**config.mk**
```make
export PLATFORM = sky130hd
export DESIGN_NAME = wdma_channel
export DESIGN_NICKNAME = d
export VERILOG_FILES = /design/src/rtl/wdma_pkg.sv /design/src/rtl/wdma_regs.sv /design/src/rtl/wdma_addr_seq.sv /design/src/rtl/wdma_engine.sv /design/src/rtl/wdma_channel.sv
export SDC_FILE = /design/constraint.sdc
export NUM_CORES = 1
export LEC_CHECK = 0
export ABC_AREA = 1
export BUFFER_PORTS_ARGS = -buffer_cell sky130_fd_sc_hd__clkbuf_2
export CAP_MARGIN = 30
export CORE_MARGIN = 5
export CORE_UTILIZATION = 25
export CTS_CLUSTER_DIAMETER = 30
export DETAILED_ROUTE_END_ITERATION = 8
export PLACE_DENSITY = 0.48
export SLEW_MARGIN = 20
export SYNTH_ARGS = -nofsm -noshare
export SYNTH_HDL_FRONTEND = slang
export SYNTH_HIERARCHICAL = 1
export SYNTH_SLANG_ARGS = --single-unit
```
**constraint.sdc**
```tcl
create_clock -name clk -period 2.45 [get_ports clk]
set_input_delay 0.6125 -clock clk [delete_from_list [all_inputs] [get_ports clk]]
set_output_delay 0.6125 -clock clk [all_outputs]
set_load 0.05 [all_outputs]
```
**src/rtl/wdma_pkg.sv**
```systemverilog
package wdma_pkg;
  typedef enum logic [2:0] {
    ST_IDLE, ST_RD_REQ, ST_RD_WAIT, ST_WR_REQ, ST_WR_WAIT
  } eng_state_t;

  localparam logic [2:0] OFS_MODE   = 3'd0;
  localparam logic [2:0] OFS_SRC    = 3'd1;
  localparam logic [2:0] OFS_DST    = 3'd2;
  localparam logic [2:0] OFS_COUNT  = 3'd3;
  localparam logic [2:0] OFS_STATUS = 3'd4;
  localparam logic [2:0] OFS_ISR    = 3'd5;
  localparam logic [2:0] OFS_IER    = 3'd6;
  localparam logic [2:0] OFS_TMO    = 3'd7;

  localparam int WORD_BYTES = 4;
  localparam int IRQ_BITS   = 2;
endpackage

```
**src/rtl/wdma_regs.sv**
```systemverilog
module wdma_regs
  import wdma_pkg::*;
#(
  parameter int AW  = 32,
  parameter int TW  = 16,
  parameter int WCW = 30
) (
  input  logic           clk,
  input  logic           rst,
  input  logic           cfg_wr,
  input  logic [2:0]     cfg_addr,
  input  logic [31:0]    cfg_wdata,
  output logic [31:0]    cfg_rdata,
  output logic           irq,
  input  logic           busy,
  input  logic           done_set,
  input  logic           berr_set,
  input  logic           tmo_set,
  output logic           start,
  output logic [WCW-1:0] start_words,
  output logic           src_inc,
  output logic           dst_inc,
  output logic           src_loc,
  output logic           dst_loc,
  output logic [AW-1:0]  src_base,
  output logic [AW-1:0]  dst_base,
  output logic [TW-1:0]  tmo_lim
);
  logic [4:0]          mode_q;
  logic [AW-1:0]       src_q, dst_q;
  logic [31:0]         cnt_q;
  logic [TW-1:0]       tmo_q;
  logic [IRQ_BITS-1:0] isr_q, ier_q, isr_set, isr_clr;
  logic                berr_q, tflag_q, cfg_ok;

  assign cfg_ok      = cfg_wr && !busy;
  assign start       = cfg_ok && (cfg_addr == OFS_COUNT);
  assign start_words = cfg_wdata[31:2];
  assign isr_set     = {berr_set | tmo_set, done_set};
  assign isr_clr     = (cfg_wr && cfg_addr == OFS_ISR) ? cfg_wdata[IRQ_BITS-1:0] : '0;

  always_ff @(posedge clk) begin
    if (rst) begin
      mode_q  <= '0;
      src_q   <= '0;
      dst_q   <= '0;
      cnt_q   <= '0;
      tmo_q   <= '0;
      isr_q   <= '0;
      ier_q   <= '0;
      berr_q  <= 1'b0;
      tflag_q <= 1'b0;
    end else begin
      if (cfg_ok) begin
        case (cfg_addr)
          OFS_MODE:  mode_q <= cfg_wdata[31:27];
          OFS_SRC:   src_q  <= {cfg_wdata[AW-1:2], 2'b00};
          OFS_DST:   dst_q  <= {cfg_wdata[AW-1:2], 2'b00};
          OFS_COUNT: cnt_q  <= {cfg_wdata[31:2], 2'b00};
          OFS_TMO:   tmo_q  <= cfg_wdata[TW-1:0];
          default: ;
        endcase
      end
      if (cfg_wr && cfg_addr == OFS_IER) ier_q <= cfg_wdata[IRQ_BITS-1:0];
      isr_q <= (isr_q & ~isr_clr) | isr_set;
      if (start) begin
        berr_q  <= 1'b0;
        tflag_q <= 1'b0;
      end else begin
        if (berr_set) berr_q  <= 1'b1;
        if (tmo_set)  tflag_q <= 1'b1;
      end
    end
  end

  always_comb begin
    case (cfg_addr)
      OFS_MODE:   cfg_rdata = {mode_q, 27'd0};
      OFS_SRC:    cfg_rdata = 32'(src_q);
      OFS_DST:    cfg_rdata = 32'(dst_q);
      OFS_COUNT:  cfg_rdata = cnt_q;
      OFS_STATUS: cfg_rdata = {busy, berr_q, tflag_q, 29'd0};
      OFS_ISR:    cfg_rdata = 32'(isr_q);
      OFS_IER:    cfg_rdata = 32'(ier_q);
      default:    cfg_rdata = 32'(tmo_q);
    endcase
  end

  assign irq      = |(isr_q & ier_q);
  assign src_inc  = mode_q[4];
  assign dst_inc  = mode_q[3];
  assign src_loc  = mode_q[2];
  assign dst_loc  = mode_q[1];
  assign src_base = src_q;
  assign dst_base = dst_q;
  assign tmo_lim  = tmo_q;


  isr_w1c_chk: assert property (@(posedge clk) disable iff (rst)
    (cfg_wr && cfg_addr == OFS_ISR && cfg_wdata[0] && !done_set) |=> !isr_q[0]);


  busy_lock_chk: assert property (@(posedge clk) disable iff (rst)
    (busy && cfg_wr) |=> ($stable(src_q) && $stable(dst_q) && $stable(mode_q) && $stable(tmo_q)));
endmodule

```
**src/rtl/wdma_addr_seq.sv**
```systemverilog
module wdma_addr_seq
  import wdma_pkg::*;
#(
  parameter int AW = 32
) (
  input  logic          clk,
  input  logic          rst,
  input  logic          load,
  input  logic [AW-1:0] base,
  input  logic          step,
  input  logic          incr,
  output logic [AW-1:0] addr
);
  always_ff @(posedge clk) begin
    if (rst)               addr <= '0;
    else if (load)         addr <= base;
    else if (step && incr) addr <= addr + AW'(WORD_BYTES);
  end


  fixed_addr_chk: assert property (@(posedge clk) disable iff (rst)
    (step && !incr && !load) |=> $stable(addr));


  aligned_addr_chk: assert property (@(posedge clk) disable iff (rst)
    addr[1:0] == 2'b00);
endmodule

```
**src/rtl/wdma_engine.sv**
```systemverilog
module wdma_engine
  import wdma_pkg::*;
#(
  parameter int TW  = 16,
  parameter int WCW = 30
) (
  input  logic           clk,
  input  logic           rst,
  input  logic           start,
  input  logic [WCW-1:0] start_words,
  input  logic [TW-1:0]  tmo_lim,
  input  logic           mem_gnt,
  input  logic           mem_ack,
  input  logic           mem_err,
  input  logic [31:0]    mem_rdata,
  output logic           busy,
  output logic           rd_phase,
  output logic           done_set,
  output logic           berr_set,
  output logic           tmo_set,
  output logic           step,
  output logic           mem_req,
  output logic           mem_we,
  output logic [31:0]    mem_wdata
);
  eng_state_t     state_q;
  logic [WCW-1:0] left_q;
  logic [TW-1:0]  wait_q;
  logic [31:0]    data_q;
  logic           waiting, expired;

  assign busy      = (state_q != ST_IDLE);
  assign waiting   = (state_q == ST_RD_WAIT) || (state_q == ST_WR_WAIT);
  assign mem_req   = (state_q == ST_RD_REQ) || (state_q == ST_WR_REQ);
  assign mem_we    = (state_q == ST_WR_REQ) || (state_q == ST_WR_WAIT);
  assign rd_phase  = !mem_we;
  assign mem_wdata = data_q;
  assign expired   = waiting && !mem_err && !mem_ack && (wait_q == tmo_lim);
  assign berr_set  = waiting && mem_err;
  assign tmo_set   = expired;
  assign step      = (state_q == ST_WR_WAIT) && mem_ack && !mem_err;
  assign done_set  = (start && start_words == '0) || (step && left_q == WCW'(1));

  always_ff @(posedge clk) begin
    if (rst) begin
      state_q <= ST_IDLE;
      left_q  <= '0;
      wait_q  <= '0;
      data_q  <= '0;
    end else begin
      case (state_q)
        ST_IDLE: if (start && start_words != '0) begin
          left_q  <= start_words;
          state_q <= ST_RD_REQ;
        end
        ST_RD_REQ, ST_WR_REQ: if (mem_gnt) begin
          wait_q  <= '0;
          state_q <= (state_q == ST_RD_REQ) ? ST_RD_WAIT : ST_WR_WAIT;
        end
        default: begin
          if (mem_err || expired) begin
            state_q <= ST_IDLE;
          end else if (mem_ack) begin
            if (state_q == ST_RD_WAIT) begin
              data_q  <= mem_rdata;
              state_q <= ST_WR_REQ;
            end else begin
              left_q  <= left_q - WCW'(1);
              state_q <= (left_q == WCW'(1)) ? ST_IDLE : ST_RD_REQ;
            end
          end else begin
            wait_q <= wait_q + TW'(1);
          end
        end
      endcase
    end
  end


  req_hold_chk: assert property (@(posedge clk) disable iff (rst)
    (mem_req && !mem_gnt) |=> (mem_req && $stable(mem_we) && $stable(mem_wdata)));


  wait_bound_chk: assert property (@(posedge clk) disable iff (rst)
    waiting |-> (wait_q <= tmo_lim));


  busy_end_chk: assert property (@(posedge clk) disable iff (rst)
    $fell(busy) |-> $past(done_set || berr_set || tmo_set));
endmodule

```
**src/rtl/wdma_channel.sv**
```systemverilog
module wdma_channel
  import wdma_pkg::*;
#(
  parameter int AW = 32,
  parameter int TW = 16
) (
  input  logic          clk,
  input  logic          rst,
  input  logic          cfg_wr,
  input  logic [2:0]    cfg_addr,
  input  logic [31:0]   cfg_wdata,
  output logic [31:0]   cfg_rdata,
  output logic          irq,
  output logic          mem_req,
  output logic          mem_we,
  output logic [AW-1:0] mem_addr,
  output logic [31:0]   mem_wdata,
  output logic          mem_local,
  input  logic          mem_gnt,
  input  logic          mem_ack,
  input  logic          mem_err,
  input  logic [31:0]   mem_rdata
);
  localparam int WCW = 32 - $clog2(WORD_BYTES);

  logic           busy, done_set, berr_set, tmo_set, start, step, rd_phase;
  logic           src_inc, dst_inc, src_loc, dst_loc;
  logic [WCW-1:0] start_words;
  logic [AW-1:0]  src_base, dst_base, src_addr, dst_addr;
  logic [TW-1:0]  tmo_lim;

  wdma_regs #(.AW(AW), .TW(TW), .WCW(WCW)) u_regs (
    .clk(clk), .rst(rst), .cfg_wr(cfg_wr), .cfg_addr(cfg_addr),
    .cfg_wdata(cfg_wdata), .cfg_rdata(cfg_rdata), .irq(irq),
    .busy(busy), .done_set(done_set), .berr_set(berr_set), .tmo_set(tmo_set),
    .start(start), .start_words(start_words),
    .src_inc(src_inc), .dst_inc(dst_inc), .src_loc(src_loc), .dst_loc(dst_loc),
    .src_base(src_base), .dst_base(dst_base), .tmo_lim(tmo_lim)
  );

  wdma_addr_seq #(.AW(AW)) u_src (
    .clk(clk), .rst(rst), .load(start), .base(src_base),
    .step(step), .incr(src_inc), .addr(src_addr)
  );

  wdma_addr_seq #(.AW(AW)) u_dst (
    .clk(clk), .rst(rst), .load(start), .base(dst_base),
    .step(step), .incr(dst_inc), .addr(dst_addr)
  );

  wdma_engine #(.TW(TW), .WCW(WCW)) u_eng (
    .clk(clk), .rst(rst), .start(start), .start_words(start_words),
    .tmo_lim(tmo_lim), .mem_gnt(mem_gnt), .mem_ack(mem_ack),
    .mem_err(mem_err), .mem_rdata(mem_rdata), .busy(busy),
    .rd_phase(rd_phase), .done_set(done_set), .berr_set(berr_set),
    .tmo_set(tmo_set), .step(step), .mem_req(mem_req), .mem_we(mem_we),
    .mem_wdata(mem_wdata)
  );

  assign mem_addr  = rd_phase ? src_addr : dst_addr;
  assign mem_local = rd_phase ? src_loc  : dst_loc;


  addr_hold_chk: assert property (@(posedge clk) disable iff (rst)
    (mem_req && !mem_gnt) |=> $stable(mem_addr));
endmodule

```
==> results.json, run 1 <==
{
  "die_x_microns": 255,
  "vias": 16400,
  "synthAdderAreaFrac_pct": 0.418,
  "grt_max_degree": 44,
  "synth_top_family_by_area": "simple AND/OR/NAND/NOR gates",
  "path_class": "flop to primary output",
  "crit_buf_inv": 5,
  "final_cell_area_sq_um": 21000,
  "r2r_setup_slack_ns": 0.22,
  "synth-seq-cells": 262,
  "synth_mux_area_share_pct": 0.268,
  "hold_end": "u_eng/mem_wdata[31]$_SDFFE_PP0P_",
  "grt_overflow": 0,
  "synth_compound_area_share_pct": 13.8,
  "drtIter0Drc": 1196,
  "cts_tree": "yes",
  "ant_nets": 0,
  "dpl_cell_area_sq_um": 17700,
  "skew_ns": 0.0189,
  "start_kind": "flop",
  "synth.distinct_cells": 46,
  "min_from": "mem_rdata[31]",
  "io_pins": 173,
  "cts_made_buffers": 80,
  "relSlewSlack_pct": 64.8,
  "numPlacedInstances": 3243,
  "max_stage_delay_ns": 0.32,
  "synthSimpleGateAreaFrac_pct": 38.8,
  "io_buffers": 172,
  "netlist_instances": 2368,
  "finalSetupViolCount": 35,
  "cap_viol_max_count": 0,
  "arrival_ns": 2.03,
  "rsz0062_at_grt": "true",
  "drc": 0,
  "path_cells": "inv_2, nor2_4, inv_2, nor2_4, a21oi_4, buf_12, clkbuf_16, nand2_2, nand2_2, buf_12",
  "dr.pass1.iters": 6,
  "grt.total_usage_pct": 17.5,
  "die_area_sq_um": 64800,
  "worstReg2RegEnd": "u_eng/left_q[23]$_SDFFE_PP0P_",
  "synth_area_leader_cell": "dfxtp_1",
  "synthArstFlopShare_pct": 0,
  "crit_family": "buffers and inverters",
  "power_density_nw_per_um2": 928,
  "start_util_pct": 25.3,
  "synth_edf_count": 0,
  "cts.clk_slew.worst_paths_ns": 0.04,
  "antenna_found_initial": 3,
  "synth_top_area_share_pct": 35.1,
  "outcome": "finished with violations",
  "cp_slowest_cell": "dfxtp_2",
  "synth-xor-area-share_pct": 1.35,
  "hold_depth": 3,
  "htree_levels": 3,
  "layout.cells.non_filler": 3400,
  "reg2reg_from": "u_eng/state_q[1]$_SDFFE_PP0P_",
  "grt_pass1_vias": 15500,
  "critPathMaxFanout": 9,
  "drive_above_1_share_pct": 21.6,
  "cts_hold_buf": 0,
  "cts_root_buf": "clkbuf_16",
  "ys_seq_area_share_pct": 35.1,
  "gp_congestion": 0.891,
  "detailed_place_hpwl_microns": 42500,
  "worstMarginPinSlew_ns": 0.528,
  "maxClockFrequency_mhz": 378,
  "min_period_over_period_pct": 108,
  "violations": "setup timing",
  "row_count": 89,
  "vias_per_cell": 4.82,
  "synth_most_common_cell": "nand2_1",
  "grt_pass1_wl_microns": 90100,
  "leakagePower_nw": 8.67,
  "synth_area_sq_um": 15000,
  "hold_viol": 0,
  "avgRoutedWirePerCell_microns": 17.4,
  "ys.flop_type": "dfxtp_1",
  "reg2reg_depth": 15,
  "synth_area_leaders": "dfxtp_1 35%, nand2_1 15%, nor2_1 11%",
  "cp-end-kind": "primary output",
  "die_h_microns": 255,
  "finalWirelength_microns": 59000,
  "layout.nets": 2644,
  "clockBufferDepth": 3,
  "vdd_drop_max_v": 0.000541,
  "ys_warn_count": 6,
  "p_total_w": 0.0195,
  "yosys-top-cells-count": "590 x nand2_1, 421 x nor2_1, 262 x dfxtp_1",
  "area_growth_pct": 40.2,
  "finalMaxSlewViolations": 0,
  "cp_data_required_time_ns": 1.84,
  "clock-sinks": 262,
  "setup_slack_ns": -0.197,
  "clk_latency_ns": 0.60,
  "min_period_ns": 2.65,
  "syn_area_per_cell_sq_um": 6.32,
  "core_area_sq_um": 59100,
  "hold_class": "input pin to flop"
}
[logic make-up (layout without fill, tap and decap cells)]
logic type      Yosys count  in the layout
compound gates          398            398
other cells               1              5
flops                   262            262
mux                       4              4
xor+xnor                 23             23
fa+ha+maj                 5              5
simple gates           1338           1338
buf+inv                 337            592
[power breakdown]
group / switching [W] / internal [W] / total (W)
sequential: 0.000287 / 0.00459 / 0.00488
clock: 0.00300 / 0.00724 / 0.0102
combinational: 0.00291 / 0.00145 / 0.00436
total: 0.00619 / 0.0133 / 0.0195
[worst max-delay path by stage]
stage | cells past startpoint | endpoint | start | slack [ns]
detailed placement | 9 | cfg_rdata[15] | cfg_addr[2] | 0.04
CTS | 8 | mem_addr[20] | u_eng/state_q[1]$_SDFFE_PP0P_ | -0.19
global placement | 9 | cfg_rdata[15] | cfg_addr[2] | 0.04
global route | 10 | mem_addr[24] | u_eng/state_q[0]$_SDFFE_PP0P_ | -0.26
floorplan | 7 | cfg_rdata[16] | cfg_addr[2] | 0.02
finish | 10 | mem_addr[16] | u_eng/state_q[0]$_SDFFE_PP0P_ | -0.20
[layout by cell type, fill, tap and decap left out, types with 5 or more instances in the layout]
| cell type | n |
|---|---|
| a21oi_1 | 89 |
| a31oi_1 | 19 |
| and2_1 | 6 |
| buf_12 | 83 |
| buf_4 | 57 |
| bufinv_16 | 8 |
| clkbuf_1 | 15 |
| clkbuf_16 | 85 |
| clkbuf_2 | 104 |
| clkbuf_8 | 14 |
| clkinv_2 | 16 |
| dfxtp_1 | 259 |
| ha_1 | 5 |
| inv_1 | 180 |
| inv_2 | 13 |
| nand2_1 | 524 |
| nand2_2 | 76 |
| nand2_4 | 26 |
| nand3_1 | 112 |
| nand3_2 | 6 |
| nand3b_1 | 7 |
| nand4_1 | 31 |
| nor2_1 | 418 |
| nor2_2 | 21 |
| nor2_4 | 15 |
| nor3_1 | 80 |
| o21ai_0 | 236 |
| o21ai_1 | 37 |
| or2_2 | 7 |
| xnor2_1 | 13 |
| xor2_1 | 10 |
[state kept, by name, summed over array words and instances, names as in the netlist, 30 cells and up]
| signal | cells |
|---|---|
| u_eng/left_q | 30 |
| u_regs/cnt_q | 30 |
| u_dst/addr | 32 |
| u_src/addr | 32 |
| u_eng/mem_wdata | 32 |
| u_regs/src_base | 30 |
| u_regs/dst_base | 30 |
[stage by stage]
stage / util, % / setup slack [ns] / hold slack [ns] / TNS, ns
after floorplan: - / 0.0214 / 0.434 / 0
after global placement: 29.9 / 0.0398 / 0.463 / 0
after detailed placement: 29.9 / 0.0371 / 0.465 / 0
after CTS: 34.9 / -0.190 / 0.215 / -5.11
after global routing: 35.5 / -0.264 / 0.245 / -7.93
final: 35.5 / -0.197 / 0.249 / -5.24
[what timing repair did]
item | 4_1_cts | 5_1_grt
setup endpoints to repair | 35 | 47
cloned | 3 | 4
pin swaps | 5 | 15
gates resized for setup | 48 | 64
buffers inserted | 3 | 3
[final cells by class]
| type | instances | area, sq um |
|---|---|---|
| Clock inverter | 32 | 414 |
| Antenna cell | 1 | 2.50 |
| Fill cell | 6215 | 38100 |
| Sequential cell | 262 | 5250 |
| Timing Repair Buffer | 253 | 2810 |
| Timing Repair inverter | 1 | 16.3 |
| Tap cell | 773 | 967 |
| Clock buffer | 110 | 2280 |
| Multi-Input combinational cell | 1772 | 8490 |
| Inverter | 196 | 757 |
[worst reg2reg max path: stages (launching register included)]
cell	delay [ns]
dfxtp_2	0.32
nor2_2	0.15
inv_1	0.09
nor2_4	0.08
inv_1	0.08
inv_1	0.07
nand2_2	0.05
inv_1	0.08
nand2_1	0.09
inv_2	0.22
nand3_1	0.11
nand2_1	0.15
buf_4	0.26
o21ai_0	0.13
a21oi_1	0.16
nor2_1	0.06
[layer usage]
metal | vias up | GRT usage (%) | wire [microns]
met3 | 119 | 4.15 | 4470
met1 | 7636 | 23.1 | 25700
met4 | 2 | 5.51 | 1570
met2 | 612 | 28.5 | 27200
met5 | - | 0 | 13
li1 | 8007 | - | -
Power figures use the tool's default switching activity.
==> inputs of run 2 (changes only) <==
- PLACE_DENSITY: 0.48 -> 0.47
- clock period: 2.45 -> 2.9 ns (I/O delays scaled with it)
==> results.json, run 2 (synthesis results as in run 1) <==
{
  "outcome": "finished clean",
  "skew_ns": 0.0402,
  "maxClockFrequency_mhz": 355,
  "grt_overflow": 0,
  "start_util_pct": 25.3,
  "max_stage_delay_ns": 0.26,
  "leakagePower_nw": 8.59,
  "hold_class": "input pin to flop",
  "io_pins": 173,
  "start_kind": "input pin",
  "gp_congestion": 0.887,
  "grt_pass1_vias": 15500,
  "arrival_ns": 2.10,
  "finalMaxSlewViolations": 0,
  "cp_data_required_time_ns": 2.17,
  "row_count": 89,
  "reg2reg_from": "u_eng/state_q[2]$_SDFFE_PP0P_",
  "crit_start": "cfg_addr[0]",
  "antenna_cells": 0,
  "layout.nets": 2620,
  "final_cell_area_sq_um": 20700,
  "relSlewSlack_pct": 47.3,
  "die_h_microns": 255,
  "grt.total_usage_pct": 17.2,
  "die_x_microns": 255,
  "area_growth_pct": 38.5,
  "drive_above_1_share_pct": 19.2,
  "numPlacedInstances": 3220,
  "path_cells": "clkbuf_2, inv_1, nand3_2, clkinvlp_4, buf_4, nand2_1, nand4_1, buf_12",
  "clockBufferDepth": 3,
  "layout.cells.non_filler": 3385,
  "path_class": "input pin to primary output",
  "finalWirelength_microns": 58100,
  "crit_buf_inv": 5,
  "min_period_ns": 2.82,
  "clk_latency_ns": 0.62,
  "drtIter0Drc": 1401,
  "vdd_drop_max_v": 0.000562,
  "ant_nets": 0,
  "cts_made_buffers": 87,
  "cap_viol_max_count": 0,
  "min_period_over_period_pct": 97.3,
  "grt_pass1_wl_microns": 88500,
  "cts_hold_buf": 0,
  "power_density_nw_per_um2": 840,
  "vias": 16200,
  "antenna_found_initial": 0,
  "crit_family": "buffers and inverters",
  "dr.pass1.iters": 5,
  "finalSetupViolCount": 0,
  "cts_tree": "yes",
  "clock-sinks": 262,
  "cp_slowest_cell": "buf_4",
  "die_area_sq_um": 64800,
  "rsz0062_at_grt": "false",
  "core_area_sq_um": 59100,
  "cp-end-kind": "primary output",
  "hold_viol": 0,
  "avgRoutedWirePerCell_microns": 17.2,
  "vias_per_cell": 4.77,
  "final_cell_mix": "574 x nand2_1, 418 x nor2_1, 261 x dfxtp_1, 236 x o21ai_0, 180 x inv_1",
  "cts.clk_slew.worst_paths_ns": 0.04,
  "dpl_cell_area_sq_um": 17400,
  "drc": 0,
  "grt_max_degree": 72,
  "setup_tns_ns": 0,
  "io_buffers": 172,
  "mostFrequentLayoutCell": "nand2_1",
  "min_from": "mem_rdata[16]",
  "worstMarginPinSlew_ns": 0.791,
  "critPathMaxFanout": 13,
  "detailed_place_hpwl_microns": 41700,
  "htree_levels": 3,
  "cts_root_buf": "clkbuf_16",
  "r2r_setup_slack_ns": 0.62
}
-- run 2: cell types whose count changed in the layout (fill, tap and decap cells not counted), moves of 7 or more --
cell	delta
nand2_1	+50
nand2_2	-29
nand2_4	-21
buf_4	-20
buf_12	-10
clkinvlp_4	+7
-- run 2: area by class of cell --
cell class | count | area, sq um
clock buffers | 117 | 2450
clock inverters | 42 | 672
fillers | 6260 | 38400
inverters | 196 | 766
multi-input cells | 1772 | 8260
flip-flops and latches | 262 | 5250
well taps | 773 | 967
repair buffers | 223 | 2360
-- run 2: through the flow --
| step | total power (W) | hold slack (ns) | worst slack (ns) | util, % |
|---|---|---|---|---|
| final | 0.0174 | 0.332 | 0.0792 | 35.1 |
| after global placement | 0.00749 | 0.460 | 0.0845 | 29.5 |
| after floorplan | 0.00652 | 0.434 | 0.246 | - |
| after CTS | 0.0175 | 0.303 | 0.0155 | 34.9 |
| after global routing | 0.0182 | 0.326 | 0.00592 | 35.1 |
| after detailed placement | 0.00752 | 0.460 | 0.0431 | 29.5 |
-- run 2: path summary, 6_finish.rpt --
path,cells past startpoint,end
worst min-delay path,3,u_eng/mem_wdata[16]$_SDFFE_PP0P_
worst max register to register,10,u_regs/src_base[18]$_SDFFE_PP0P_
worst max-delay path,8,cfg_rdata[10]
worst min register to register,2,u_regs/isr_q[0]$_SDFF_PP0_
-- run 2: where the power goes --
group | total [W] | internal (W) | switching, W
logic | 0.00350 | 0.00111 | 0.00239
clock network | 0.00978 | 0.00697 | 0.00281
registers | 0.00412 | 0.00388 | 0.000245
-- run 2: tightest hold or removal path, stage by stage --
cell and delay (ns):
clkbuf_2 0.07, nor2_1 0.03, nor2_1 0.08
-- run 2: what timing repair did --
item	in CTS	in global routing
setup buffers	3	1
pin swaps	0	1
resized for setup	11	18
hold endpoints to repair	0	0
endpoints found under the setup margin	34	34
gates cloned	0	1
-- run 2: routing by layer --
layer / up-vias / global-route usage (%) / share of wire, %
met3: 94 / 3.90 / 6.7
li1: 7959 / - / -
met4: 0 / 5.08 / 2.1
met1: 7598 / 22.7 / 45
met2: 509 / 28.2 / 47
met5: - / 0 / 0
==> inputs of run 3 (changes only) <==
- CORE_MARGIN: 5 -> not set
==> results.json, run 3 (synthesis results as in run 1) <==
{
  "outcome": "finished with violations",
  "violations": "DRC",
  "leakagePower_nw": 8.57,
  "fin_util_pct": 34.8,
  "cts_hold_buf": 0,
  "io_pins": 173,
  "finalWirelength_microns": 58200,
  "io_buffers": 172,
  "hold_depth": 3,
  "seq_area_sq_um": 5250,
  "crit_buf_inv": 5,
  "die_x_microns": 247,
  "detailed_place_hpwl_microns": 41500,
  "start_util_pct": 25.3,
  "clk_latency_ns": 0.61,
  "hold_class": "input pin to flop",
  "path_cells": "inv_1, nor2_2, inv_2, nor2_4, a21oi_4, buf_12, clkbuf_16, nand2_1, nand2_1, buf_12",
  "finalSetupViolCount": 0,
  "grt_pass1_vias": 15600,
  "dp_slack_ns": 0.211,
  "crit_cells": 10,
  "min_period_ns": 2.80,
  "max_stage_delay_ns": 0.30,
  "avgRoutedWirePerCell_microns": 17.2,
  "cp-end-kind": "primary output",
  "htree_levels": 3,
  "multi_input_area_sq_um": 8240,
  "clock-sinks": 262,
  "finalMaxSlewViolations": 0,
  "vias_per_cell": 4.81,
  "rsz0062_at_grt": "true",
  "die_h_microns": 247,
  "cts.clk_slew.worst_paths_ns": 0.04,
  "area_growth_pct": 37.5,
  "drive_above_1_share_pct": 18.6,
  "hold_end": "u_eng/mem_wdata[23]$_SDFFE_PP0P_",
  "dr.pass1.iters": 8,
  "hold_viol": 0,
  "clockBufferDepth": 3,
  "setup_tns_ns": 0,
  "pwr-share-clk_pct": 56.1,
  "crit_family": "buffers and inverters",
  "cts_made_buffers": 86,
  "drtIter0Drc": 1275,
  "row_count": 89,
  "maxClockFrequency_mhz": 357,
  "reg2reg_depth": 15,
  "gp_congestion": 0.857,
  "ant_nets": 0,
  "grt_max_degree": 53,
  "r2r_setup_slack_ns": 0.37,
  "power.switching_w": 0.00538,
  "path_class": "flop to primary output",
  "layout.nets": 2613,
  "p_seq_share_pct": 23.8,
  "dpl_cell_area_sq_um": 17400,
  "relSlewSlack_pct": 66.8,
  "final_cell_mix": "583 x nand2_1, 418 x nor2_1, 262 x dfxtp_1, 236 x o21ai_0, 183 x inv_1",
  "drc": 28,
  "reg2reg_from": "u_eng/state_q[1]$_SDFFE_PP0P_",
  "skew_ns": 0.0252,
  "crit_start": "u_eng/state_q[0]$_SDFFE_PP0P_",
  "min_from": "mem_rdata[23]",
  "start_kind": "flop",
  "grt.total_usage_pct": 19.0,
  "cap_viol_max_count": 0,
  "power_density_nw_per_um2": 838,
  "core_area_sq_um": 59100,
  "die_area_sq_um": 60800,
  "cp_data_required_time_ns": 2.17,
  "switching_share_pct": 31.2,
  "arrival_ns": 2.08,
  "cts_root_buf": "clkbuf_16",
  "cp_slowest_cell": "dfxtp_1",
  "mostFrequentLayoutCell": "nand2_1",
  "worstReg2RegEnd": "u_dst/addr[18]$_SDFFE_PP0N_",
  "critPathMaxFanout": 16,
  "vdd_drop_max_v": 0.000423,
  "antenna_found_initial": 2,
  "grt_pass1_wl_microns": 89900,
  "p_int_w": 0.0119,
  "cts_tree": "yes",
  "power_frac_comb_pct": 20.1,
  "final_cell_area_sq_um": 20600,
  "setup_slack_ns": 0.0954,
  "nFillCells": 6258,
  "worstMarginPinSlew_ns": 0.494,
  "min_period_over_period_pct": 96.7,
  "vias": 16300,
  "grt_overflow": 0
}
[run 3: changes by cell type in the layout (fill, tap and decap cells not counted), sizes merged]
| cell | delta |
|---|---|
| bufinv | -1 |
| clkinvlp | -8 |
| diode | +2 |
| buf | -6 |
| inv | +8 |
[run 3: layout make-up]
class,count,share of cell area [%]
tap,773,4.70
sequential,262,25.5
clock inverter,41,2.79
multi-input combinational,1772,40.0
antenna,2,0.0243
timing repair buffer,217,11.2
inverter,196,3.70
clock buffer,117,12.1
[run 3: repair_timing]
action,4_1_cts,5_1_grt
endpoints found under the setup margin,33,30
gates cloned,0,1
setup buffers,3,0
resized for setup,3,9
hold endpoints to repair,0,0
[run 3: per-stage QoR]
stage	std cells	hold slack, ns	power, W
floorplan	2371	0.434	0.00652
global placement	3215	0.464	0.00750
detailed placement	3215	0.456	0.00752
CTS	3376	0.316	0.0173
global route	3379	0.333	0.0180
finish	3380	0.350	0.0172
[run 3: worst max path at each step]
| stage | slack (ns) | endpoint |
|---|---|---|
| final | 0.1 | mem_addr[13] |
| after global routing | -0.01 | cfg_rdata[31] |
| after CTS | 0.05 | mem_addr[30] |
| after detailed placement | 0.21 | u_eng/left_q[23]$_SDFFE_PP0P_ |
| after global placement | 0.26 | u_eng/left_q[0]$_SDFFE_PP0P_ |
| after floorplan | 0.25 | cfg_rdata[16] |
[run 3: layer usage]
layer  routed length [microns]  GRT usage [%]  vias up
met2                     27400           31.5      591
li1                          -              -     7951
met4                      1370           6.45        2
met3                      3950           4.04       94
met1                     25400           24.2     7635
met5                        17              0        -
[run 3: power by group through the flow]
| stage | sequential (W) | clock, W | combinational, W |
|---|---|---|---|
| global route | 0.00414 | 0.0100 | 0.00381 |
| finish | 0.00411 | 0.00967 | 0.00347 |
| global placement | 0.00415 | 0 | 0.00334 |
| detailed placement | 0.00416 | 0 | 0.00336 |
| floorplan | 0.00423 | 0 | 0.00229 |
| CTS | 0.00410 | 0.00981 | 0.00342 |
[run 3: tightest hold or removal path, cell delays in order]
cell      delay [ns]
clkbuf_2        0.08
nor2_1          0.04
nor2_1          0.08
